==> src/rtl/hostreg_pkg.sv <==
package hostreg_pkg;
  localparam int DW        = 8;
  localparam int AW        = 4;
  localparam int TMO_BYTES = 3;
  localparam int TMO_W     = TMO_BYTES * DW;

  typedef enum logic [AW-1:0] {
    ADDR_SEL    = 4'h0,
    ADDR_CTL    = 4'h1,
    ADDR_PDIV   = 4'h2,
    ADDR_MODE2  = 4'h3,
    ADDR_GAP    = 4'h4,
    ADDR_GUARD  = 4'h5,
    ADDR_MODE1  = 4'h6,
    ADDR_PWR    = 4'h7,
    ADDR_TMCFG  = 4'h8,
    ADDR_TLD0   = 4'h9,
    ADDR_TLD1   = 4'hA,
    ADDR_TLD2   = 4'hB,
    ADDR_STFIFO = 4'hC,
    ADDR_DATA   = 4'hD,
    ADDR_LSTAT  = 4'hE,
    ADDR_HSTAT  = 4'hF
  } reg_addr_e;

  localparam logic [DW-1:0] SEL_ID     = 8'h30;
  localparam int            RUN_BIT    = 3;

  // write masks / partial-reset keep masks / partial-reset forced bits / full reset
  localparam logic [DW-1:0] CTL_WM   = 8'h3F, CTL_KP   = 8'h3F;
  localparam logic [DW-1:0] PDIV_WM  = 8'hFF, PDIV_KP  = 8'hFF;
  localparam logic [DW-1:0] MODE2_WM = 8'h7F, MODE2_KP = 8'h7F;
  localparam logic [DW-1:0] GUARD_WM = 8'hFF, GUARD_KP = 8'hFF;
  localparam logic [DW-1:0] MODE1_WM = 8'hDF, MODE1_KP = 8'h53;
  localparam logic [DW-1:0] PWR_WM   = 8'h3F, PWR_KP   = 8'h0F, PWR_FRC = 8'h30, PWR_RST = 8'h30;
  localparam logic [DW-1:0] TMCFG_WM = 8'hFF, TMCFG_KP = 8'h00;
  localparam logic [DW-1:0] TLD_WM   = 8'hFF, TLD_KP   = 8'hFF;
  localparam logic [DW-1:0] FIFO_WM  = 8'h77, FIFO_KP  = 8'h77;
  localparam logic [DW-1:0] TX_WM    = 8'hFF, TX_KP    = 8'h00;
endpackage

==> src/rtl/hostreg_field.sv <==
module hostreg_field #(
  parameter int          W     = 8,
  parameter logic [W-1:0] WMASK = '1,
  parameter logic [W-1:0] KEEP  = '1,
  parameter logic [W-1:0] FORCE = '0,
  parameter logic [W-1:0] RSTV  = '0
) (
  input  logic         clk,
  input  logic         rst,
  input  logic         run,
  input  logic         we,
  input  logic [W-1:0] wdata,
  output logic [W-1:0] q
);
  // partial reset (run low) outranks host writes
  always_ff @(posedge clk) begin
    if (rst)       q <= RSTV;
    else if (!run) q <= (q & KEEP) | FORCE;
    else if (we)   q <= wdata & WMASK;
  end
endmodule

==> src/rtl/hostreg_decode.sv <==
module hostreg_decode #(
  parameter int NCH = 3,
  parameter int AW  = 4
) (
  input  logic [AW-1:0]      addr,
  input  logic               wr,
  input  logic [NCH-1:0]     sel,
  output logic [(1<<AW)-1:0] we_vec,
  output logic [NCH-1:0]     bank_hit
);
  logic sel_ok;

  always_comb begin
    we_vec       = '0;
    we_vec[addr] = wr;
  end

  assign sel_ok   = (sel != '0) && ((sel & (sel - NCH'(1))) == '0);
  assign bank_hit = sel_ok ? sel : '0;
endmodule

==> src/rtl/hostreg_chan.sv <==
module hostreg_chan
  import hostreg_pkg::*;
#(
  parameter bit HAS_PWR = 1'b1
) (
  input  logic          clk,
  input  logic          rst,
  input  logic          run,
  input  logic [DW-1:0] wdata,
  input  logic          we_ctl,
  input  logic          we_pdiv,
  input  logic          we_mode2,
  input  logic          we_guard,
  input  logic          we_mode1,
  input  logic          we_pwr,
  output logic [DW-1:0] ctl_q,
  output logic [DW-1:0] pdiv_q,
  output logic [DW-1:0] mode2_q,
  output logic [DW-1:0] guard_q,
  output logic [DW-1:0] mode1_q,
  output logic [DW-1:0] pwr_q
);
  logic [DW-1:0] pwr_raw;

  hostreg_field #(.W(DW), .WMASK(CTL_WM), .KEEP(CTL_KP)) u_ctl (
    .clk(clk), .rst(rst), .run(run), .we(we_ctl), .wdata(wdata), .q(ctl_q));
  hostreg_field #(.W(DW), .WMASK(PDIV_WM), .KEEP(PDIV_KP)) u_pdiv (
    .clk(clk), .rst(rst), .run(run), .we(we_pdiv), .wdata(wdata), .q(pdiv_q));
  hostreg_field #(.W(DW), .WMASK(MODE2_WM), .KEEP(MODE2_KP)) u_mode2 (
    .clk(clk), .rst(rst), .run(run), .we(we_mode2), .wdata(wdata), .q(mode2_q));
  hostreg_field #(.W(DW), .WMASK(GUARD_WM), .KEEP(GUARD_KP)) u_guard (
    .clk(clk), .rst(rst), .run(run), .we(we_guard), .wdata(wdata), .q(guard_q));
  hostreg_field #(.W(DW), .WMASK(MODE1_WM), .KEEP(MODE1_KP)) u_mode1 (
    .clk(clk), .rst(rst), .run(run), .we(we_mode1), .wdata(wdata), .q(mode1_q));
  hostreg_field #(.W(DW), .WMASK(PWR_WM), .KEEP(PWR_KP), .FORCE(PWR_FRC), .RSTV(PWR_RST)) u_pwr (
    .clk(clk), .rst(rst), .run(run), .we(we_pwr && HAS_PWR), .wdata(wdata), .q(pwr_raw));

  // channels without power control read zero there
  assign pwr_q = HAS_PWR ? pwr_raw : '0;
endmodule

==> src/rtl/hostreg_common.sv <==
module hostreg_common
  import hostreg_pkg::*;
(
  input  logic                 clk,
  input  logic                 rst,
  input  logic                 run,
  input  logic [DW-1:0]        wdata,
  input  logic                 we_tmcfg,
  input  logic [TMO_BYTES-1:0] we_tld,
  input  logic                 we_fifo,
  input  logic                 we_tx,
  output logic [DW-1:0]        tmcfg_q,
  output logic [TMO_W-1:0]     tmo_value_q,
  output logic                 tmo_load_q,
  output logic [DW-1:0]        fifo_q,
  output logic [DW-1:0]        tx_q,
  output logic                 tx_load_q
);
  logic [TMO_BYTES-2:0][DW-1:0] stage;

  hostreg_field #(.W(DW), .WMASK(TMCFG_WM), .KEEP(TMCFG_KP)) u_tmcfg (
    .clk(clk), .rst(rst), .run(run), .we(we_tmcfg), .wdata(wdata), .q(tmcfg_q));
  hostreg_field #(.W(DW), .WMASK(FIFO_WM), .KEEP(FIFO_KP)) u_fifo (
    .clk(clk), .rst(rst), .run(run), .we(we_fifo), .wdata(wdata), .q(fifo_q));
  hostreg_field #(.W(DW), .WMASK(TX_WM), .KEEP(TX_KP)) u_tx (
    .clk(clk), .rst(rst), .run(run), .we(we_tx), .wdata(wdata), .q(tx_q));

  // lower timeout bytes are staged; the top byte commits all of them at once
  for (genvar b = 0; b < TMO_BYTES-1; b++) begin : g_stage
    hostreg_field #(.W(DW), .WMASK(TLD_WM), .KEEP(TLD_KP)) u_tld (
      .clk(clk), .rst(rst), .run(run), .we(we_tld[b]), .wdata(wdata), .q(stage[b]));
  end

  always_ff @(posedge clk) begin
    if (rst) begin
      tmo_value_q <= '0;
      tmo_load_q  <= 1'b0;
      tx_load_q   <= 1'b0;
    end else begin
      tmo_load_q <= run && we_tld[TMO_BYTES-1];
      tx_load_q  <= run && we_tx;
      if (run && we_tld[TMO_BYTES-1])
        tmo_value_q <= {wdata, stage};
    end
  end
endmodule

==> src/rtl/hostreg_bank_top.sv <==
module hostreg_bank_top
  import hostreg_pkg::*;
#(
  parameter int NCH    = 3,
  parameter int PWR_CH = 2
) (
  input  logic                     clk,
  input  logic                     rst,
  input  logic [AW-1:0]            bus_addr,
  input  logic [DW-1:0]            bus_wdata,
  input  logic                     bus_wr,
  input  logic                     bus_rd,
  output logic [DW-1:0]            bus_rdata,
  input  logic [DW-1:0]            rx_byte_i,
  input  logic [DW-1:0]            main_stat_i,
  input  logic [DW-1:0]            line_stat_i,
  input  logic [DW-2:0]            hw_stat_i,
  output logic [NCH-1:0]           chan_sel_o,
  output logic                     iface_run_o,
  output logic [NCH-1:0][DW-1:0]   ctl_o,
  output logic [NCH-1:0][DW-1:0]   pdiv_o,
  output logic [NCH-1:0][DW-1:0]   mode2_o,
  output logic [NCH-1:0][DW-1:0]   guard_o,
  output logic [NCH-1:0][DW-1:0]   mode1_o,
  output logic [PWR_CH-1:0][DW-1:0] pwr_o,
  output logic [DW-1:0]            tmcfg_o,
  output logic [TMO_W-1:0]         tmo_value_o,
  output logic                     tmo_load_o,
  output logic [DW-1:0]            fifo_ctl_o,
  output logic [DW-1:0]            tx_byte_o,
  output logic                     tx_load_o
);
  localparam int NADDR = 1 << AW;

  logic [NADDR-1:0]        we_vec;
  logic [NCH-1:0]          bank_hit;
  logic [NCH-1:0]          sel_q;
  logic                    run_q;
  logic [NCH-1:0][DW-1:0]  ch_pwr;
  logic [DW-1:0]           rd_next;
  logic [DW-1:0]           bk_ctl, bk_pdiv, bk_mode2, bk_guard, bk_mode1, bk_pwr;

  hostreg_decode #(.NCH(NCH), .AW(AW)) u_dec (
    .addr(bus_addr), .wr(bus_wr), .sel(sel_q), .we_vec(we_vec), .bank_hit(bank_hit));

  // selection register: always writable, untouched by partial reset
  always_ff @(posedge clk) begin
    if (rst) begin
      sel_q <= '0;
      run_q <= 1'b0;
    end else if (we_vec[ADDR_SEL]) begin
      sel_q <= bus_wdata[NCH-1:0];
      run_q <= bus_wdata[RUN_BIT];
    end
  end

  for (genvar c = 0; c < NCH; c++) begin : g_ch
    hostreg_chan #(.HAS_PWR(c < PWR_CH)) u_ch (
      .clk(clk), .rst(rst), .run(run_q), .wdata(bus_wdata),
      .we_ctl  (we_vec[ADDR_CTL]   && bank_hit[c]),
      .we_pdiv (we_vec[ADDR_PDIV]  && bank_hit[c]),
      .we_mode2(we_vec[ADDR_MODE2] && bank_hit[c]),
      .we_guard(we_vec[ADDR_GUARD] && bank_hit[c]),
      .we_mode1(we_vec[ADDR_MODE1] && bank_hit[c]),
      .we_pwr  (we_vec[ADDR_PWR]   && bank_hit[c]),
      .ctl_q(ctl_o[c]), .pdiv_q(pdiv_o[c]), .mode2_q(mode2_o[c]),
      .guard_q(guard_o[c]), .mode1_q(mode1_o[c]), .pwr_q(ch_pwr[c]));
    if (c < PWR_CH) begin : g_pwr_out
      assign pwr_o[c] = ch_pwr[c];
    end
  end

  hostreg_common u_com (
    .clk(clk), .rst(rst), .run(run_q), .wdata(bus_wdata),
    .we_tmcfg(we_vec[ADDR_TMCFG]),
    .we_tld  ({we_vec[ADDR_TLD2], we_vec[ADDR_TLD1], we_vec[ADDR_TLD0]}),
    .we_fifo (we_vec[ADDR_STFIFO]),
    .we_tx   (we_vec[ADDR_DATA]),
    .tmcfg_q(tmcfg_o), .tmo_value_q(tmo_value_o), .tmo_load_q(tmo_load_o),
    .fifo_q(fifo_ctl_o), .tx_q(tx_byte_o), .tx_load_q(tx_load_o));

  // banked read: OR of the one selected copy, zero when no valid channel
  always_comb begin
    bk_ctl = '0; bk_pdiv = '0; bk_mode2 = '0; bk_guard = '0; bk_mode1 = '0; bk_pwr = '0;
    for (int c = 0; c < NCH; c++) begin
      if (bank_hit[c]) begin
        bk_ctl   = bk_ctl   | ctl_o[c];
        bk_pdiv  = bk_pdiv  | pdiv_o[c];
        bk_mode2 = bk_mode2 | mode2_o[c];
        bk_guard = bk_guard | guard_o[c];
        bk_mode1 = bk_mode1 | mode1_o[c];
        bk_pwr   = bk_pwr   | ch_pwr[c];
      end
    end
  end

  always_comb begin
    case (bus_addr)
      ADDR_SEL:    rd_next = SEL_ID | (DW'(run_q) << RUN_BIT) | DW'(sel_q);
      ADDR_CTL:    rd_next = bk_ctl;
      ADDR_PDIV:   rd_next = bk_pdiv;
      ADDR_MODE2:  rd_next = bk_mode2;
      ADDR_GUARD:  rd_next = bk_guard;
      ADDR_MODE1:  rd_next = bk_mode1;
      ADDR_PWR:    rd_next = bk_pwr;
      ADDR_TMCFG:  rd_next = tmcfg_o;
      ADDR_STFIFO: rd_next = {main_stat_i[DW-1:1], main_stat_i[0] & run_q};
      ADDR_DATA:   rd_next = rx_byte_i;
      ADDR_LSTAT:  rd_next = line_stat_i;
      ADDR_HSTAT:  rd_next = {1'b0, hw_stat_i};
      default:     rd_next = '0;
    endcase
  end

  always_ff @(posedge clk) begin
    if (rst)         bus_rdata <= '0;
    else if (bus_rd) bus_rdata <= rd_next;
  end

  assign chan_sel_o  = sel_q;
  assign iface_run_o = run_q;
endmodule

==> config.mk <==
export PLATFORM = sky130hd
export DESIGN_NAME = hostreg_bank_top
export DESIGN_NICKNAME = d
export VERILOG_FILES = /design/src/rtl/hostreg_pkg.sv /design/src/rtl/hostreg_field.sv /design/src/rtl/hostreg_decode.sv /design/src/rtl/hostreg_chan.sv /design/src/rtl/hostreg_common.sv /design/src/rtl/hostreg_bank_top.sv
export SDC_FILE = /design/constraint.sdc
export NUM_CORES = 1
export LEC_CHECK = 0
export CAP_MARGIN = 10
export CORE_MARGIN = 2
export CORE_UTILIZATION = 25
export CTS_CLUSTER_DIAMETER = 60
export DETAILED_ROUTE_END_ITERATION = 10
export PLACE_DENSITY = 0.55
export SYNTH_ARGS = -nofsm -noshare
export SYNTH_HDL_FRONTEND = slang
export SYNTH_SLANG_ARGS = --single-unit
==> constraint.sdc <==
create_clock -name clk -period 3.42 [get_ports clk]
set_input_delay 0.342 -clock clk [delete_from_list [all_inputs] [get_ports clk]]
set_output_delay 0.342 -clock clk [all_outputs]
set_load 0.005 [all_outputs]
After elaboration in Yosys (flattened, before gate mapping)
Cells that the tools add are included.

Word-level logic and storage cells: 129. Bits in registers: 196. Output and inout port bits: 198.

$add $sub $neg: 1. Multiplexer cells: 21. Bitwise gates (word level): 16. Reduce and logical (&&, ||, !) cells: 45. Equal/unequal tests: 11. Magnitude comparators: 2.

Operators by type and width (number): two-way mux 8 bit (14); one-hot mux 8 bit (12 select lines) (1); bitwise OR 8 bit (6); AND reduction 2 bit (20); bitwise OR 8 x 6 -> 8 bit (3); logical AND 1 bit (21); equality test 4 bit (second input constant) (5); bitwise OR 8 x 7 -> 8 bit (2); bitwise AND 14 bit (1); equality test 4 x 3 -> 1 bit (second input constant) (3); two-way mux 6 bit (2); equality test 4 x 2 -> 1 bit (second input constant) (2); two-way mux 7 bit (1); bitwise OR 6 x 3 -> 6 bit (1); less-than comparator 4 x 5 -> 1 bit (second input constant) (1); demux 1 bit (select 4 bit) (1); equality test 4 x 1 -> 1 bit (second input constant) (1); greater-or-equal comparator 4 x 1 -> 1 bit (second input constant) (1); logical NOT 4 bit (1); bitwise AND 3 bit (1); logical NOT 3 bit (1); two-way mux 3 bit (1); nonzero test 3 bit (1); subtractor 3 x 1 -> 3 bit (second input constant) (1); other kinds (4) (4).

Longest topological paths before layout
Word-level depth: 11. Depth in mapped cells: 8. Depth with buffers taken out: 5.

Hierarchy
From an unflattened synthesis, not the netlist that was laid out.

Cell total of the unflattened synthesis: 1120. Area, all modules: 10550.1 µm².

Modules (own cells, without submodules): hostreg_field at g_ch[0].u_ch.u_guard ... (sequential area each 160.2 µm², area an instance 366.6 µm², times used 8, cells an instance 37); hostreg_bank_top (sequential area each 240.2 µm², area an instance 2125.8 µm², times used 1, cells an instance 263); hostreg_common (sequential area each 520.5 µm², area an instance 1204.9 µm², times used 1, cells an instance 114); hostreg_field at g_ch[0].u_ch.u_ctl ... (sequential area each 120.1 µm², area an instance 277.8 µm², times used 4, cells an instance 29); hostreg_field at g_ch[0].u_ch.u_mode2 ... (sequential area each 140.1 µm², area an instance 310.3 µm², times used 3, cells an instance 32); hostreg_field at g_ch[0].u_ch.u_mode1 ... (sequential area each 140.1 µm², area an instance 301.5 µm², times used 3, cells an instance 30); hostreg_field at u_com.u_tmcfg ... (sequential area each 160.2 µm², area an instance 292.8 µm², times used 2, cells an instance 27); hostreg_field at g_ch[0].u_ch.u_pwr ... (sequential area each 120.1 µm², area an instance 275.3 µm², times used 2, cells an instance 28); hostreg_decode (sequential area each 0.0 µm², area an instance 140.1 µm², times used 1, cells an instance 26); hostreg_chan at g_ch[2].u_ch (sequential area each 0.0 µm², area an instance 63.8 µm², times used 1, cells an instance 9).

Least setup slack after synthesis
OpenSTA, ideal clock, no wires.

Kind: input to register. Start point: input bus_addr[0]. End point: register bus_rdata[1]. Slack: 1.577 ns. Setup time: 0.120 ns. Stages on the path: 6. Arrival time: 1.723 ns. Cells stage by stage: buf_2 > mux2_1 > a22oi_1 > o221ai_1 > or3_1 > o31a_1.

Cells in the longest elaborated chain, start to end: 2. Elaborated cells between the ends (all ways): 13. Classes of those cells: 11 x eq/ne; 1 x mux; 1 x reduce/logical.

RTL lines: from (decl) (RTL line hostreg_bank_top.sv:9) `input logic [AW-1:0] bus_addr,`; equality test 4 bit, or another cell as far along (RTL line hostreg_bank_top.sv:98) `case (bus_addr)`; one-hot mux 8 bit (12 select lines) (*) (RTL line hostreg_bank_top.sv:98); to (signal assigned) (RTL line hostreg_bank_top.sv:117) `else if (bus_rd) bus_rdata <= rd_next;`; to (decl) (RTL line hostreg_bank_top.sv:13) `output logic [DW-1:0] bus_rdata,`.

Every way passes the cells marked *; elsewhere a longest branch is shown, timed or not. A chain may end at the register's enable or synchronous reset.

Final worst setup path
Start point: input bus_addr[2]. End point: register bus_rdata[7].

The elaborated chain is that of the path after synthesis.

==> run summary <==
### Layout
• **top library cells by usage in the layout, fill and taps aside** 223 x sky130_fd_sc_hd__clkdlybuf4s50_1, 196 x sky130_fd_sc_hd__dfxtp_1, 144 x sky130_fd_sc_hd__nand2_1, 114 x sky130_fd_sc_hd__nor2_1, 106 x sky130_fd_sc_hd__mux2i_1
• **layout cell share with drive strength beyond 1** 7.16%
• **register cell area after layout** 0.00392 sq mm
• **fin nets** 1263
• **growth of design area from synthesis to finish** 37.1%
• **number of antenna cells inserted** 0
• **total area of multi-input combinational cells** 0.00435 sq mm
• **fill cell total of the finished layout** 3634
• **most common cell after layout, fill and taps aside** sky130_fd_sc_hd__clkdlybuf4s50_1

### CTS
• **clock network latency to the later pin of the worst-skew pair** 0.44 ns
• **clock transition at the register clock pins on the worst setup and hold paths after CTS** 0.08 ns
• **number of instances resized during post-cts repair** 0
• **largest buffer count on any clock path** 2
• **cell at the root of the clock tree** sky130_fd_sc_hd__clkbuf_16
• **number of clock buffers inserted by TritonCTS** 17
• **total of hold buffers inserted after clock tree synthesis** 0
• **Sinks on Clock Net** 196
• **clock tree from TritonCTS** built
• **maximum level of the CTS H-tree** 4
• **setup bufs post-CTS** 0

### Min path
• **worst hold-check path type** in -> reg
• **launch point of the worst hold path** rst

### Worst setup path
• **startpoint type of the worst setup path** input port
• **sort of element at the end of the critical path** flip-flop
• **type of the worst setup path** in -> reg
• **Critical path origin** bus_addr[2]
• **highest net fanout along the worst path** 11
• **reg-to-reg startpoint** chan_sel_o[1]
• **Data required, critical path** 3.76 ns
• **critical path data arrival time** 2.94 ns

### STA
• **Worst Hold Slack** 0.257 ns
• **setup violation total in the final timing report** 0
• **Least-Margin Pin Slew** 0.823 ns
• **unrepaired setup endpoints after global routing** false
• **sum of negative setup slack** 0 ns
• **least setup slack across all paths after layout** 0.818 ns
• **maximum clock rate** 384 MHz
• **Slew HR** 45.0%
• **Final period util** 76.1%
• **fin crit period** 2.60 ns
• **Clock Skews** 0.0128 ns
• **Final Hold Violating Endpoints** 0
• **Final Max Tran Viols** 0

### Pwr
• **standby leakage power** 4.12 nW
• **peak ir drop on the vdd network** 0.312 mV
• **power per standard cell area** 387 mW/mm^2

### Die
• **floorplan die width** 191 microns
• **placeable core region** 0.0345 sq mm
• **die area** 0.0365 sq mm
• **I/O pin total** 245
• **Vert. Die Dim** 191 microns
• **initial core utilization** 25.3%
• **number of standard-cell rows in the floorplan** 68

### Synthesis
• **area of the mapped netlist** 0.00875 sq mm
• **warnings from Yosys** 0
• **predominant post-synthesis flop cell** sky130_fd_sc_hd__dfxtp_1
• **Yosys cell types** 60
• **synthesized flop and latch total** 196
• **cell count after synthesis** 1025
• **Mapped Avg Cell Area** 8.54 sq um
• **number of enable flip-flop cells after synthesis** 0
• **proportion of register bits with asynchronous set or reset after synthesis** 0%
• **portion of the post-synthesis area used by sequential elements** 44.8%

### Drt
• **residual DRC count** 0
• **average wire length per cell after detail routing** 22.5 microns
• **overall via count from detail_route** 8579
• **number of optimization iterations in the first detailed-route pass** 5
• **vias per std cell** 5.09
• **antenna violation net count after detailed routing** 0
• **iteration-0 DRC count of the detailed router** 739
• **WL final** 37900 microns

### Job
• **number of maximum-capacitance violations** 0

### Placed design
• **number of input and output port buffers inserted** 226
• **final weighted congestion in routability-driven placement** 0.890
• **DP Worst Slack** 0.500 ns
• **HPWL after DPL** 26700 microns

### Global route
• **Tot GR Track Use** 20.3%
• **maximum number of pins on one net before global-route repair** 65
• **remaining global-route overflow** 0
• **number of antenna violations at the first check in global routing** 0
• **wire length of the first global-routing pass** 54700 microns
• **vias in the first global route** 8193

### Run status
• **status** completed

synth_stat cells (all sizes together), types with 8 or more instances:
| library cell | instances | area share, % |
|---|---|---|
| a21oi | 92 | 5.3 |
| a22oi | 60 | 5.1 |
| o22ai | 17 | 1.2 |
| buf | 62 | 4.3 |
| nor2b | 8 | 0.57 |
| nor2 | 116 | 5.0 |
| nand2 | 144 | 6.2 |
| mux2i | 106 | 12 |
| dfxtp | 196 | 45 |
| clkbuf | 47 | 2.0 |
| nand3 | 75 | 4.3 |
| o21ai | 11 | 0.63 |
layout make-up:
cell class              instances  area share (%)
inverters                       4           0.125
multi-input cells             733            36.3
clock buffers                  19            3.61
repair buffers                264            21.3
flip-flops and latches        196            32.7
clock inverters                13            1.19
well taps                     455            4.75
power breakdown:
part           internal (mW)  leakage, nW  switching [mW]
combinational          0.105         2.26           0.203
sequential              2.28         1.58         0.00489
clock                   1.04        0.276            1.00
total                   3.42         4.12            1.21
through the flow:
step / instance area, sq um / std cells / utilization (%) / total power [mW]
final: 12000 / 1684 / 34.7 / 4.64
after floorplan: 8810 / 1042 / - / 2.50
after detailed placement: 11400 / 1652 / 33.0 / 2.64
after global placement: 11400 / 1652 / 33.0 / 2.64
after CTS: 12000 / 1684 / 34.7 / 4.67
after global routing: 12000 / 1684 / 34.7 / 4.78
final timing paths:
kind	endpoint	slack, ns	depth (start not counted)
worst max-delay path	bus_rdata[7]	0.82	7
worst min-delay path	u_com.g_stage[0].u_tld.q[2]	0.26	2
worst max register to register	g_ch[1].u_ch.u_guard.q[4]	1.00	5
worst min register to register	u_com.tmo_value_q[1]	0.46	2
critical path, cell delays in order:
cell,delay (ns)
sky130_fd_sc_hd__clkdlybuf4s50_1,0.69
sky130_fd_sc_hd__nor2_1,0.73
sky130_fd_sc_hd__nand3_1,0.30
sky130_fd_sc_hd__buf_4,0.24
sky130_fd_sc_hd__o22ai_1,0.31
sky130_fd_sc_hd__nor4_1,0.08
sky130_fd_sc_hd__a221oi_1,0.24
layer usage:
metal	global-route usage, %	vias to the layer above	share of wire [%]
met5	0	-	0
met4	7.66	0	3.1
met3	4.68	53	7.9
met2	32.7	409	47
met1	26.4	4165	42
li1	-	3952	-
state kept, by name (all words and copies together) (netlist names):
signal	count
u_com.tmo_value_q	24
g_ch.u_ch.u_pwr.q	12
u_com.g_stage.u_tld.q	16
u_com.u_fifo.q	6
g_ch.u_ch.u_pdiv.q	24
g_ch.u_ch.u_mode2.q	21
chan_sel_o	3
g_ch.u_ch.u_mode1.q	21
g_ch.u_ch.u_guard.q	24
u_com.tmo_load_q	1
bus_rdata	8
g_ch.u_ch.u_ctl.q	18
u_com.u_tmcfg.q	8
u_com.u_tx.q	8
iface_run_o	1
u_com.tx_load_q	1
cell families after synthesis:
kind of cell	count (synthesis)	share of synthesized area (%)
flops	196	44.8
buf+inv	113	6.52
other cells	1	0.0429
mux	110	12.6
compound gates	217	15.9
simple gates	388	20.0
Power figures use the tool's default switching activity.
